**src/rtl/sampler_pkg.sv**
```systemverilog
package sampler_pkg;
  localparam int unsigned DEF_WORD_W = 32;
  localparam int unsigned SNAP_WORDS = 3;
  localparam int unsigned PHASE_W    = 2;
  localparam int unsigned DEF_BLOCK  = 16;
  localparam int unsigned DEPTH_MULT = 10;
  typedef logic [PHASE_W-1:0] phase_t;
endpackage

```
**src/rtl/phase_sequencer.sv**
```systemverilog
module phase_sequencer
  import sampler_pkg::*;
#(
  parameter bit THREE_PHASE = 1'b0
) (
  input  logic   clk,
  input  logic   rst,
  output phase_t phase,
  output logic   capture,
  output logic   next_in_word,
  output phase_t next_idx
);
  localparam phase_t LAST   = THREE_PHASE ? 2'd2 : 2'd3;
  localparam phase_t OFFSET = THREE_PHASE ? 2'd0 : 2'd1;

  phase_t phase_q, nxt;

  assign nxt = (phase_q == LAST) ? 2'd0 : phase_q + 2'd1;

  always_ff @(posedge clk) begin
    if (rst) phase_q <= 2'd0;
    else     phase_q <= nxt;
  end

  assign phase        = phase_q;
  assign capture      = (nxt == OFFSET);
  assign next_idx     = nxt - OFFSET;
  assign next_in_word = THREE_PHASE || (nxt != 2'd0);
endmodule

```
**src/rtl/snapshot_hold.sv**
```systemverilog
module snapshot_hold #(
  parameter int unsigned WORD_W = 32,
  parameter int unsigned N_WORDS = 3
) (
  input  logic                        clk,
  input  logic                        rst,
  input  logic                        capture,
  input  logic [WORD_W*N_WORDS-1:0]   din,
  output logic [WORD_W*N_WORDS-1:0]   held
);
  for (genvar g = 0; g < N_WORDS; g++) begin : g_lane
    always_ff @(posedge clk) begin
      if (rst)          held[g*WORD_W +: WORD_W] <= '0;
      else if (capture) held[g*WORD_W +: WORD_W] <= din[g*WORD_W +: WORD_W];
    end
  end
endmodule

```
**src/rtl/word_emitter.sv**
```systemverilog
module word_emitter
  import sampler_pkg::*;
#(
  parameter int unsigned WORD_W = 32,
  parameter int unsigned N_WORDS = 3
) (
  input  logic                      clk,
  input  logic                      rst,
  input  logic                      capture,
  input  logic                      next_in_word,
  input  phase_t                    next_idx,
  input  logic [WORD_W-1:0]         first_word,
  input  logic [WORD_W*N_WORDS-1:0] held,
  input  logic                      fifo_full,
  output logic                      wr_valid,
  output logic [WORD_W-1:0]         wr_data,
  output logic                      overflow
);
  logic [WORD_W-1:0] lane [N_WORDS];
  logic [WORD_W-1:0] held_word;

  for (genvar g = 0; g < N_WORDS; g++) begin : g_lane
    assign lane[g] = held[g*WORD_W +: WORD_W];
  end

  always_comb begin
    held_word = '0;
    for (int i = 0; i < N_WORDS; i++)
      if (next_idx == PHASE_W'(i)) held_word = lane[i];
  end

  always_ff @(posedge clk) begin
    if (rst) begin
      wr_valid <= 1'b0;
      wr_data  <= '0;
      overflow <= 1'b0;
    end else begin
      overflow <= overflow | (wr_valid & fifo_full);
      if (capture) begin
        wr_valid <= 1'b1;
        wr_data  <= first_word;
      end else if (next_in_word) begin
        wr_valid <= wr_valid & ~fifo_full;
        wr_data  <= held_word;
      end else begin
        wr_valid <= 1'b0;
      end
    end
  end
endmodule

```
**src/rtl/wide_sampler_serializer.sv**
```systemverilog
module wide_sampler_serializer
  import sampler_pkg::*;
#(
  parameter int unsigned WORD_W      = DEF_WORD_W,
  parameter bit          THREE_PHASE = 1'b0
) (
  input  logic                         clk,
  input  logic                         rst,
  input  logic [WORD_W*SNAP_WORDS-1:0] sample_in,
  input  logic                         fifo_full,
  output logic                         wr_valid,
  output logic [WORD_W-1:0]            wr_data,
  output logic                         overflow
);
  localparam int unsigned IN_W = WORD_W * SNAP_WORDS;

  phase_t          phase, next_idx;
  logic            capture, next_in_word;
  logic [IN_W-1:0] held;

  phase_sequencer #(.THREE_PHASE(THREE_PHASE)) u_seq (
    .clk(clk), .rst(rst), .phase(phase), .capture(capture),
    .next_in_word(next_in_word), .next_idx(next_idx)
  );

  snapshot_hold #(.WORD_W(WORD_W), .N_WORDS(SNAP_WORDS)) u_hold (
    .clk(clk), .rst(rst), .capture(capture), .din(sample_in), .held(held)
  );

  word_emitter #(.WORD_W(WORD_W), .N_WORDS(SNAP_WORDS)) u_emit (
    .clk(clk), .rst(rst), .capture(capture), .next_in_word(next_in_word),
    .next_idx(next_idx), .first_word(sample_in[WORD_W-1:0]), .held(held),
    .fifo_full(fifo_full), .wr_valid(wr_valid), .wr_data(wr_data),
    .overflow(overflow)
  );
endmodule

```
**config.mk**
```make
export PLATFORM = sky130hd
export DESIGN_NAME = wide_sampler_serializer
export DESIGN_NICKNAME = d
export VERILOG_FILES = /design/src/rtl/sampler_pkg.sv /design/src/rtl/phase_sequencer.sv /design/src/rtl/snapshot_hold.sv /design/src/rtl/word_emitter.sv /design/src/rtl/wide_sampler_serializer.sv
export SDC_FILE = /design/constraint.sdc
export NUM_CORES = 1
export LEC_CHECK = 0
export BUFFER_PORTS_ARGS = -buffer_cell sky130_fd_sc_hd__buf_2
export CORE_MARGIN = 2
export CORE_UTILIZATION = 59
export DETAILED_ROUTE_END_ITERATION = 8
export PLACE_DENSITY = 0.89
export SYNTH_ARGS = -nofsm -noshare
export SYNTH_HDL_FRONTEND = slang
export SYNTH_SLANG_ARGS = --single-unit
```
**constraint.sdc**
```tcl
create_clock -name clk -period 2.85 [get_ports clk]
set_input_delay 0.7125 -clock clk [delete_from_list [all_inputs] [get_ports clk]]
set_output_delay 0.7125 -clock clk [all_outputs]
set_load 0.05 [all_outputs]
```
==> results of run 1 <==
==> kinds of logic after synthesis <==
family | synth area share, %
AO/OA/AOI/OAI | 17.9
adder cells (fa/ha/maj) | 1.04
buffers and inverters | 7.29
flip-flops | 43.7
multiplexers | 15.9
AND/OR/NAND/NOR | 14.2
==> per-stage QoR <==
stage	util [%]	total power, uW	instance area (um^2)
after CTS	74.1	5860	7310
after global placement	68.0	3560	6700
final	74.1	5860	7310
after global routing	74.1	6080	7310
after floorplan	-	3320	6040
after detailed placement	68.0	3620	6700
==> how the worst min path moves through the flow <==
stage                                    start  slack (ns)                              end
2_1_floorplan      u_hold.held[0]$_SDFFE_PP0P_        0.45      u_hold.held[0]$_SDFFE_PP0P_
3_3_place_gp        u_emit.overflow$_SDFF_PP0_        0.45       u_emit.overflow$_SDFF_PP0_
3_5_place_dp   u_emit.wr_data[14]$_SDFFE_PP0P_        0.46  u_emit.wr_data[14]$_SDFFE_PP0P_
4_1_cts                          sample_in[81]        0.40     u_hold.held[81]$_SDFFE_PP0P_
5_1_grt                          sample_in[56]        0.42     u_hold.held[56]$_SDFFE_PP0P_
6_report                         sample_in[70]        0.42     u_hold.held[70]$_SDFFE_PP0P_
==> placed cells by master (no fill, tap or decap), types with 2 or more instances in the layout <==
master                        n
sky130_fd_sc_hd__a21o_1      12
sky130_fd_sc_hd__clkbuf_8     3
sky130_fd_sc_hd__nand2_1     32
sky130_fd_sc_hd__a221oi_1    14
sky130_fd_sc_hd__a221o_1     20
sky130_fd_sc_hd__and3b_1     20
sky130_fd_sc_hd__nor2_1     118
sky130_fd_sc_hd__nand3b_1    12
sky130_fd_sc_hd__buf_4        9
sky130_fd_sc_hd__a21oi_1     41
sky130_fd_sc_hd__bufinv_16    4
sky130_fd_sc_hd__buf_12       3
sky130_fd_sc_hd__clkbuf_16   16
sky130_fd_sc_hd__clkinv_2     6
sky130_fd_sc_hd__ha_1         2
sky130_fd_sc_hd__buf_2      131
sky130_fd_sc_hd__a221oi_2    30
sky130_fd_sc_hd__ha_2         2
sky130_fd_sc_hd__mux2i_1     96
sky130_fd_sc_hd__dfxtp_1    132
sky130_fd_sc_hd__inv_1       36
==> sequential cells by signal, indices dropped and copies added (netlist names) <==
register / count
u_seq.phase: 2
u_hold.held: 96
u_emit.wr_data: 32
u_emit.wr_valid: 1
u_emit.overflow: 1
==> Yosys cell counts <==
cell type | n | area (um^2)
sky130_fd_sc_hd__or2_4 | 1 | 8.76
sky130_fd_sc_hd__buf_4 | 11 | 82.6
sky130_fd_sc_hd__a32o_1 | 1 | 10.0
sky130_fd_sc_hd__nand3b_1 | 12 | 90.1
sky130_fd_sc_hd__a21o_1 | 12 | 90.1
sky130_fd_sc_hd__or2_2 | 1 | 6.26
sky130_fd_sc_hd__buf_2 | 13 | 65.1
sky130_fd_sc_hd__a221oi_1 | 14 | 123
sky130_fd_sc_hd__a21oi_1 | 41 | 205
sky130_fd_sc_hd__a221oi_2 | 30 | 450
sky130_fd_sc_hd__clkbuf_1 | 24 | 90.1
sky130_fd_sc_hd__mux2i_1 | 96 | 961
sky130_fd_sc_hd__nor2_1 | 118 | 443
sky130_fd_sc_hd__buf_6 | 5 | 56.3
sky130_fd_sc_hd__ha_1 | 5 | 62.6
sky130_fd_sc_hd__and3b_1 | 20 | 175
sky130_fd_sc_hd__nor2b_2 | 1 | 8.76
sky130_fd_sc_hd__a221o_1 | 20 | 200
sky130_fd_sc_hd__nand2_1 | 32 | 120
sky130_fd_sc_hd__nor3_1 | 1 | 5.00
sky130_fd_sc_hd__buf_1 | 3 | 11.3
sky130_fd_sc_hd__dfxtp_1 | 132 | 2640
sky130_fd_sc_hd__inv_1 | 36 | 135
==> where the power goes <==
group | internal [uW] | switching [uW] | total, uW
Clock | 1450 | 790 | 2240
Sequential | 2060 | 120 | 2180
Combinational | 547 | 893 | 1440
==> critical path, delay by kind of cell (launching register included) <==
family	cells	cell delay [ns]
and+or+nand+nor	1	0.11
adders and majority gates	1	0.63
buffers and inverters	2	0.56
DFF	1	0.33
AOI/OAI and AO/OA	2	0.42
==> routing by layer <==
layer / GRT usage (%) / wire [um] / vias up
met3: 6.86 / 886 / 46
li1: - / - / 2422
met1: 32.7 / 6170 / 2472
met2: 46.4 / 7720 / 168
met4: 14.4 / 479 / 0
met5: 0 / 0 / -
==> final cells by class <==
| class | instances | area [um^2] | share of cell area, % |
|---|---|---|---|
| Clock buffer | 20 | 445 | 6.09 |
| Inverter | 36 | 135 | 1.85 |
| Clock inverter | 11 | 158 | 2.16 |
| Multi-Input combinational cell | 405 | 2980 | 40.7 |
| Antenna cell | 1 | 2.50 | 0.0342 |
| Sequential cell | 132 | 2640 | 36.2 |
| Timing Repair Buffer | 143 | 783 | 10.7 |
| Tap cell | 133 | 166 | 2.28 |
==> impl_metrics.xml, run 1 <==
<?xml version="1.0" encoding="UTF-8"?>
<metrics>
  <group name="cts">
    <metric name="post-cts-setup-buffers" unit="">0</metric>
    <metric name="cts_num_sinks" unit="">132</metric>
    <metric name="clock_tree_root_driver_cell" unit="">sky130_fd_sc_hd__clkbuf_8</metric>
    <metric name="max-clock-path-buffers" unit="">2</metric>
    <metric name="cts.hold.buffers_added" unit="">0</metric>
    <metric name="post_cts_resized" unit="">0</metric>
    <metric name="tritoncts" unit="">built</metric>
    <metric name="worst_setup_hold_path_clk_slew" unit="ns">0.06</metric>
    <metric name="cts.htree.levels" unit="">4</metric>
    <metric name="cts_made_buffers" unit="">17</metric>
    <metric name="clock_latency" unit="ns">0.53</metric>
  </group>
  <group name="global_routing">
    <metric name="vias_in_the_first_global_route" unit="">5184</metric>
    <metric name="largest_net_degree_at_the_start_of_global_routing" unit="">57</metric>
    <metric name="grt_pass1_wl" unit="um">24700</metric>
    <metric name="antenna_violations_before_repair" unit="">0</metric>
    <metric name="grt-ovfl-total" unit="">0</metric>
    <metric name="grt_use_total" unit="%">27.7</metric>
  </group>
  <group name="timing">
    <metric name="final-hold-violation-count" unit="">0</metric>
    <metric name="unrepaired_setup_endpoints_after_global_routing" unit="">no</metric>
    <metric name="post-route-min-period" unit="ns">2.15</metric>
    <metric name="setup_viol" unit="">0</metric>
    <metric name="layout_setup_ws" unit="ns">0.700</metric>
    <metric name="count_of_pins_over_their_slew_limit" unit="">0</metric>
    <metric name="achievable-frequency" unit="MHz">465</metric>
    <metric name="slew_at_the_pin_closest_to_its_max_slew_limit" unit="ns">0.659</metric>
    <metric name="finalHoldWorstSlack" unit="ns">0.415</metric>
    <metric name="fin_setup_tns" unit="ns">0</metric>
    <metric name="min_period_over_period" unit="%">75.4</metric>
    <metric name="fin_worst_skew" unit="ns">0.00481</metric>
    <metric name="maxSlewHeadroom" unit="%">56.1</metric>
  </group>
  <group name="setup_path">
    <metric name="slack_of_the_worst_reg_to_reg_path" unit="ns">0.70</metric>
    <metric name="data_arrival_time_of_the_critical_path" unit="ns">2.59</metric>
    <metric name="r2r_start" unit="">u_seq.phase[1]$_SDFF_PP0_</metric>
    <metric name="cp_slowest_cell" unit="">sky130_fd_sc_hd__ha_2</metric>
    <metric name="nature_of_the_critical_path_startpoint" unit="">flip-flop</metric>
    <metric name="cp_max_fo" unit="">34</metric>
    <metric name="path_class" unit="">reg2reg</metric>
    <metric name="worstReg2RegEnd" unit="">u_emit.wr_data[27]$_SDFFE_PP0P_</metric>
    <metric name="critical-path-max-stage-delay" unit="ns">0.63</metric>
    <metric name="required" unit="ns">3.29</metric>
    <metric name="ff2ff_path_depth" unit="">6</metric>
    <metric name="critical_path.endpoint" unit="">u_emit.wr_data[27]$_SDFFE_PP0P_</metric>
    <metric name="worstPathCellList" unit="">inv_1 &gt; ha_2 &gt; buf_4 &gt; nand2_1 &gt; a21o_1 &gt; a221oi_2</metric>
    <metric name="worstSetupStartpoint" unit="">u_seq.phase[1]$_SDFF_PP0_</metric>
    <metric name="worst_setup_path_end_kind" unit="">flip-flop</metric>
  </group>
  <group name="synth">
    <metric name="ys_seq_elements" unit="">132</metric>
    <metric name="syn-instance-count" unit="">629</metric>
    <metric name="synth.lib_cells_used.distinct" unit="">23</metric>
    <metric name="ys_seq_area_share" unit="%">43.7</metric>
    <metric name="synth_nets" unit="">733</metric>
    <metric name="ys_warn_count" unit="">0</metric>
    <metric name="post_synthesis_cell_area" unit="um^2">6040</metric>
    <metric name="synth_area_per_cell" unit="um^2">9.61</metric>
  </group>
  <group name="routing">
    <metric name="average_wire_per_cell_in_the_routed_design" unit="um">17.3</metric>
    <metric name="count_of_unresolved_drc_violations_after_routing" unit="">0</metric>
    <metric name="detail_route.iter0.violations" unit="">301</metric>
    <metric name="first_pass_iters" unit="">4</metric>
    <metric name="route.final.wire_length" unit="um">15300</metric>
    <metric name="via_count" unit="">5108</metric>
    <metric name="detail_route.vias_per_cell" unit="">5.80</metric>
    <metric name="antenna_violating_nets_post_route" unit="">0</metric>
  </group>
  <group name="hold_path">
    <metric name="worst_hold_path_type" unit="">in2reg</metric>
    <metric name="worst_hold_path.num_cells" unit="">3</metric>
  </group>
  <group name="cells_and_area">
    <metric name="flow.area_growth_from_synthesis" unit="%">21.0</metric>
    <metric name="filler_cell_count" unit="">666</metric>
    <metric name="finalNetCount" unit="">839</metric>
    <metric name="share_of_cells_above_drive_strength_1" unit="%">28.0</metric>
    <metric name="stdcell_count" unit="">881</metric>
  </group>
  <group name="pwr">
    <metric name="max-vdd-ir-drop" unit="V">0.000414</metric>
    <metric name="p_leak" unit="uW">0.00342</metric>
    <metric name="powerDensity" unit="nW/um^2">802</metric>
  </group>
  <group name="die">
    <metric name="floorplan.io_pins" unit="">133</metric>
    <metric name="initial_core_util" unit="%">61.3</metric>
    <metric name="die-area" unit="um^2">11100</metric>
    <metric name="chipHeight" unit="um">105</metric>
    <metric name="chipWidth" unit="um">105</metric>
    <metric name="placement_rows" unit="">36</metric>
    <metric name="core-area" unit="um^2">9860</metric>
  </group>
  <group name="place">
    <metric name="dp.cells" unit="">849</metric>
    <metric name="hpwl" unit="um">9530</metric>
    <metric name="io_buffer_count" unit="">132</metric>
    <metric name="detailedPlace.worstSlack" unit="ns">0.764</metric>
    <metric name="routabilityCongestion" unit="">0.782</metric>
  </group>
  <group name="flow_run">
    <metric name="maxCapViolations" unit="">0</metric>
  </group>
  <group name="outcome">
    <metric name="status" unit="">completed</metric>
  </group>
</metrics>
(Power assumes the default switching activity.)
==> inputs of run 2 (changes only) <==
--- a/config.mk
+++ b/config.mk
@@ -7,9 +7,9 @@
 export LEC_CHECK = 0
 export BUFFER_PORTS_ARGS = -buffer_cell sky130_fd_sc_hd__buf_2
 export CORE_MARGIN = 2
-export CORE_UTILIZATION = 59
+export CORE_UTILIZATION = 54
 export DETAILED_ROUTE_END_ITERATION = 8
-export PLACE_DENSITY = 0.89
+export PLACE_DENSITY = 0.82
 export SYNTH_ARGS = -nofsm -noshare
 export SYNTH_HDL_FRONTEND = slang
 export SYNTH_SLANG_ARGS = --single-unit
==> constraint.sdc (replaced) <==
create_clock -name clk -period 2.2 [get_ports clk]
set_input_delay 0.55 -clock clk [delete_from_list [all_inputs] [get_ports clk]]
set_output_delay 0.55 -clock clk [all_outputs]
set_load 0.05 [all_outputs]
==> impl_metrics.xml, run 2 (same netlist as run 1, synthesis figures left out) <==
<?xml version="1.0" encoding="UTF-8"?>
<metrics>
  <group name="routing">
    <metric name="via_count" unit="">5004</metric>
    <metric name="route.final.wire_length" unit="um">14400</metric>
    <metric name="antenna_violating_nets_post_route" unit="">0</metric>
    <metric name="detail_route.iter0.violations" unit="">312</metric>
    <metric name="detail_route.vias_per_cell" unit="">5.64</metric>
    <metric name="count_of_unresolved_drc_violations_after_routing" unit="">0</metric>
    <metric name="first_pass_iters" unit="">5</metric>
    <metric name="average_wire_per_cell_in_the_routed_design" unit="um">16.2</metric>
  </group>
  <group name="setup_path">
    <metric name="path_buf_inv" unit="">1</metric>
    <metric name="critical-path-max-stage-delay" unit="ns">0.62</metric>
    <metric name="required" unit="ns">2.62</metric>
    <metric name="nature_of_the_critical_path_startpoint" unit="">flip-flop</metric>
    <metric name="cp_slowest_cell" unit="">sky130_fd_sc_hd__nor2b_2</metric>
    <metric name="worst_setup_path_end_kind" unit="">flip-flop</metric>
    <metric name="path_class" unit="">reg2reg</metric>
    <metric name="cp_max_fo" unit="">12</metric>
    <metric name="data_arrival_time_of_the_critical_path" unit="ns">2.47</metric>
    <metric name="worst_path_dominant_cell_family" unit="">simple AND/OR/NAND/NOR gates</metric>
    <metric name="critical_path.most_common_cell" unit="">sky130_fd_sc_hd__a221oi_1</metric>
    <metric name="worstPathCellList" unit="">inv_1 &gt; ha_1 &gt; nor2b_2 &gt; a221oi_1 &gt; a221oi_1</metric>
  </group>
  <group name="cells_and_area">
    <metric name="stdcell_count" unit="">888</metric>
    <metric name="filler_cell_count" unit="">867</metric>
    <metric name="flow.area_growth_from_synthesis" unit="%">20.6</metric>
    <metric name="final_cell_mix" unit="">sky130_fd_sc_hd__dfxtp_1, sky130_fd_sc_hd__buf_2, sky130_fd_sc_hd__nor2_1, sky130_fd_sc_hd__mux2i_1, sky130_fd_sc_hd__a21oi_1</metric>
    <metric name="finalNetCount" unit="">840</metric>
    <metric name="share_of_cells_above_drive_strength_1" unit="%">27.5</metric>
    <metric name="largest_reg_flops" unit="">96</metric>
    <metric name="largest_register" unit="">u_hold.held</metric>
    <metric name="commonest_non_fill_non_tap_cell_in_the_layout" unit="">sky130_fd_sc_hd__dfxtp_1</metric>
  </group>
  <group name="global_routing">
    <metric name="antenna_violations_before_repair" unit="">2</metric>
    <metric name="grt-ovfl-total" unit="">0</metric>
    <metric name="vias_in_the_first_global_route" unit="">4833</metric>
    <metric name="largest_net_degree_at_the_start_of_global_routing" unit="">56</metric>
    <metric name="grt_pass1_wl" unit="um">22900</metric>
    <metric name="layer_carrying_the_most_global_route_usage" unit="">met2</metric>
    <metric name="grt_util_met3" unit="%">6.28</metric>
    <metric name="grt_use_total" unit="%">24.6</metric>
    <metric name="grt_use_met1" unit="%">30.5</metric>
    <metric name="grt_use_met2" unit="%">39.2</metric>
  </group>
  <group name="hold_path">
    <metric name="worst_hold_path_type" unit="">in2reg</metric>
  </group>
  <group name="timing">
    <metric name="count_of_pins_over_their_slew_limit" unit="">0</metric>
    <metric name="min_period_over_period" unit="%">93.0</metric>
    <metric name="unrepaired_setup_endpoints_after_global_routing" unit="">no</metric>
    <metric name="slew_at_the_pin_closest_to_its_max_slew_limit" unit="ns">0.645</metric>
    <metric name="fin_worst_skew" unit="ns">0.00698</metric>
    <metric name="maxSlewHeadroom" unit="%">56.8</metric>
    <metric name="setup_viol" unit="">0</metric>
    <metric name="fin_setup_tns" unit="ns">0</metric>
    <metric name="achievable-frequency" unit="MHz">489</metric>
    <metric name="layout_setup_ws" unit="ns">0.154</metric>
    <metric name="post-route-min-period" unit="ns">2.05</metric>
    <metric name="final-hold-violation-count" unit="">0</metric>
  </group>
  <group name="place">
    <metric name="detailedPlace.worstSlack" unit="ns">0.188</metric>
    <metric name="dp.cells" unit="">857</metric>
    <metric name="hpwl" unit="um">9530</metric>
    <metric name="routabilityCongestion" unit="">0.827</metric>
    <metric name="io_buffer_count" unit="">132</metric>
  </group>
  <group name="pwr">
    <metric name="swShare" unit="%">31.2</metric>
    <metric name="power_report.internal_total" unit="uW">4950</metric>
    <metric name="p_leak" unit="uW">0.00340</metric>
    <metric name="switching_power" unit="uW">2240</metric>
    <metric name="pwr-share-clk" unit="%">35.0</metric>
    <metric name="max-vdd-ir-drop" unit="V">0.000543</metric>
    <metric name="share_comb_of_total_power" unit="%">25.9</metric>
    <metric name="power.sequential.fraction" unit="%">39.1</metric>
    <metric name="powerDensity" unit="nW/um^2">988</metric>
  </group>
  <group name="cts">
    <metric name="cts.htree.levels" unit="">4</metric>
    <metric name="cts_made_buffers" unit="">17</metric>
    <metric name="post-cts-setup-buffers" unit="">0</metric>
    <metric name="worst_setup_hold_path_clk_slew" unit="ns">0.06</metric>
    <metric name="post_cts_resized" unit="">0</metric>
    <metric name="cts.hold.buffers_added" unit="">0</metric>
    <metric name="max-clock-path-buffers" unit="">2</metric>
    <metric name="clock_latency" unit="ns">0.52</metric>
    <metric name="cts_num_sinks" unit="">132</metric>
    <metric name="tritoncts" unit="">built</metric>
    <metric name="clock_tree_root_driver_cell" unit="">sky130_fd_sc_hd__clkbuf_8</metric>
  </group>
  <group name="die">
    <metric name="floorplan.io_pins" unit="">133</metric>
    <metric name="chipWidth" unit="um">110</metric>
    <metric name="chipHeight" unit="um">110</metric>
    <metric name="placement_rows" unit="">38</metric>
    <metric name="initial_core_util" unit="%">55.5</metric>
    <metric name="core-area" unit="um^2">10900</metric>
    <metric name="die-area" unit="um^2">12100</metric>
  </group>
  <group name="outcome">
    <metric name="status" unit="">completed</metric>
  </group>
  <group name="flow_run">
    <metric name="maxCapViolations" unit="">0</metric>
  </group>
</metrics>
## run 2: final timing paths
check                                                     start                               to  slack [ns]  depth (start not counted)
worst max-delay path                  u_seq.phase[0]$_SDFF_PP0_   u_emit.wr_data[1]$_SDFFE_PP0P_        0.15                          5
worst min-delay path                              sample_in[94]     u_hold.held[94]$_SDFFE_PP0P_        0.26                          3
worst max register to register        u_seq.phase[0]$_SDFF_PP0_   u_emit.wr_data[1]$_SDFFE_PP0P_        0.15                          5
worst min register to register  u_emit.wr_data[22]$_SDFFE_PP0P_  u_emit.wr_data[22]$_SDFFE_PP0P_        0.48                          2
## run 2: final cells by class
type / instances / area [um^2] / share of cell area (%)
multi-input cells: 405 / 2980 / 40.9
flip-flops and latches: 132 / 2640 / 36.3
repair buffers: 144 / 828 / 11.4
clock buffers: 24 / 470 / 6.46
well taps: 140 / 175 / 2.40
inverters: 36 / 135 / 1.85
clock inverters: 5 / 52.6 / 0.721
diodes: 2 / 5.00 / 0.0687
## run 2: through the flow
| stage | cell area, um^2 | power [uW] | utilization, % | hold WS, ns |
|---|---|---|---|---|
| 5_1_grt | 7280 | 7520 | 66.9 | 0.252 |
| 4_1_cts | 7280 | 7230 | 66.9 | 0.244 |
| 6_report | 7290 | 7200 | 66.9 | 0.261 |
| 2_1_floorplan | 6040 | 4300 | - | 0.453 |
| 3_5_place_dp | 6760 | 4710 | 62.1 | 0.459 |
| 3_3_place_gp | 6760 | 4650 | 62.1 | 0.444 |
## run 2: worst min-delay path, delay by kind of cell
| family | cells | cell delay (ns) |
|---|---|---|
| multiplexers | 1 | 0.05 |
| buffers and inverters | 1 | 0.07 |
| AND/OR/NAND/NOR | 1 | 0.07 |
## run 2: layer usage
layer  up-vias  share of wire [%]
met5         -                  0
met2       152                 49
met3        27                5.4
met4         0                2.4
li1       2428                  -
met1      2397                 43
## run 2: power groups by stage
stage,Combinational (uW),Sequential [uW],Clock [uW]
after floorplan,1160,3140,0
after global placement,1800,2850,0
after detailed placement,1850,2860,0
after CTS,1860,2810,2560
after global routing,2010,2840,2660
final,1870,2820,2520
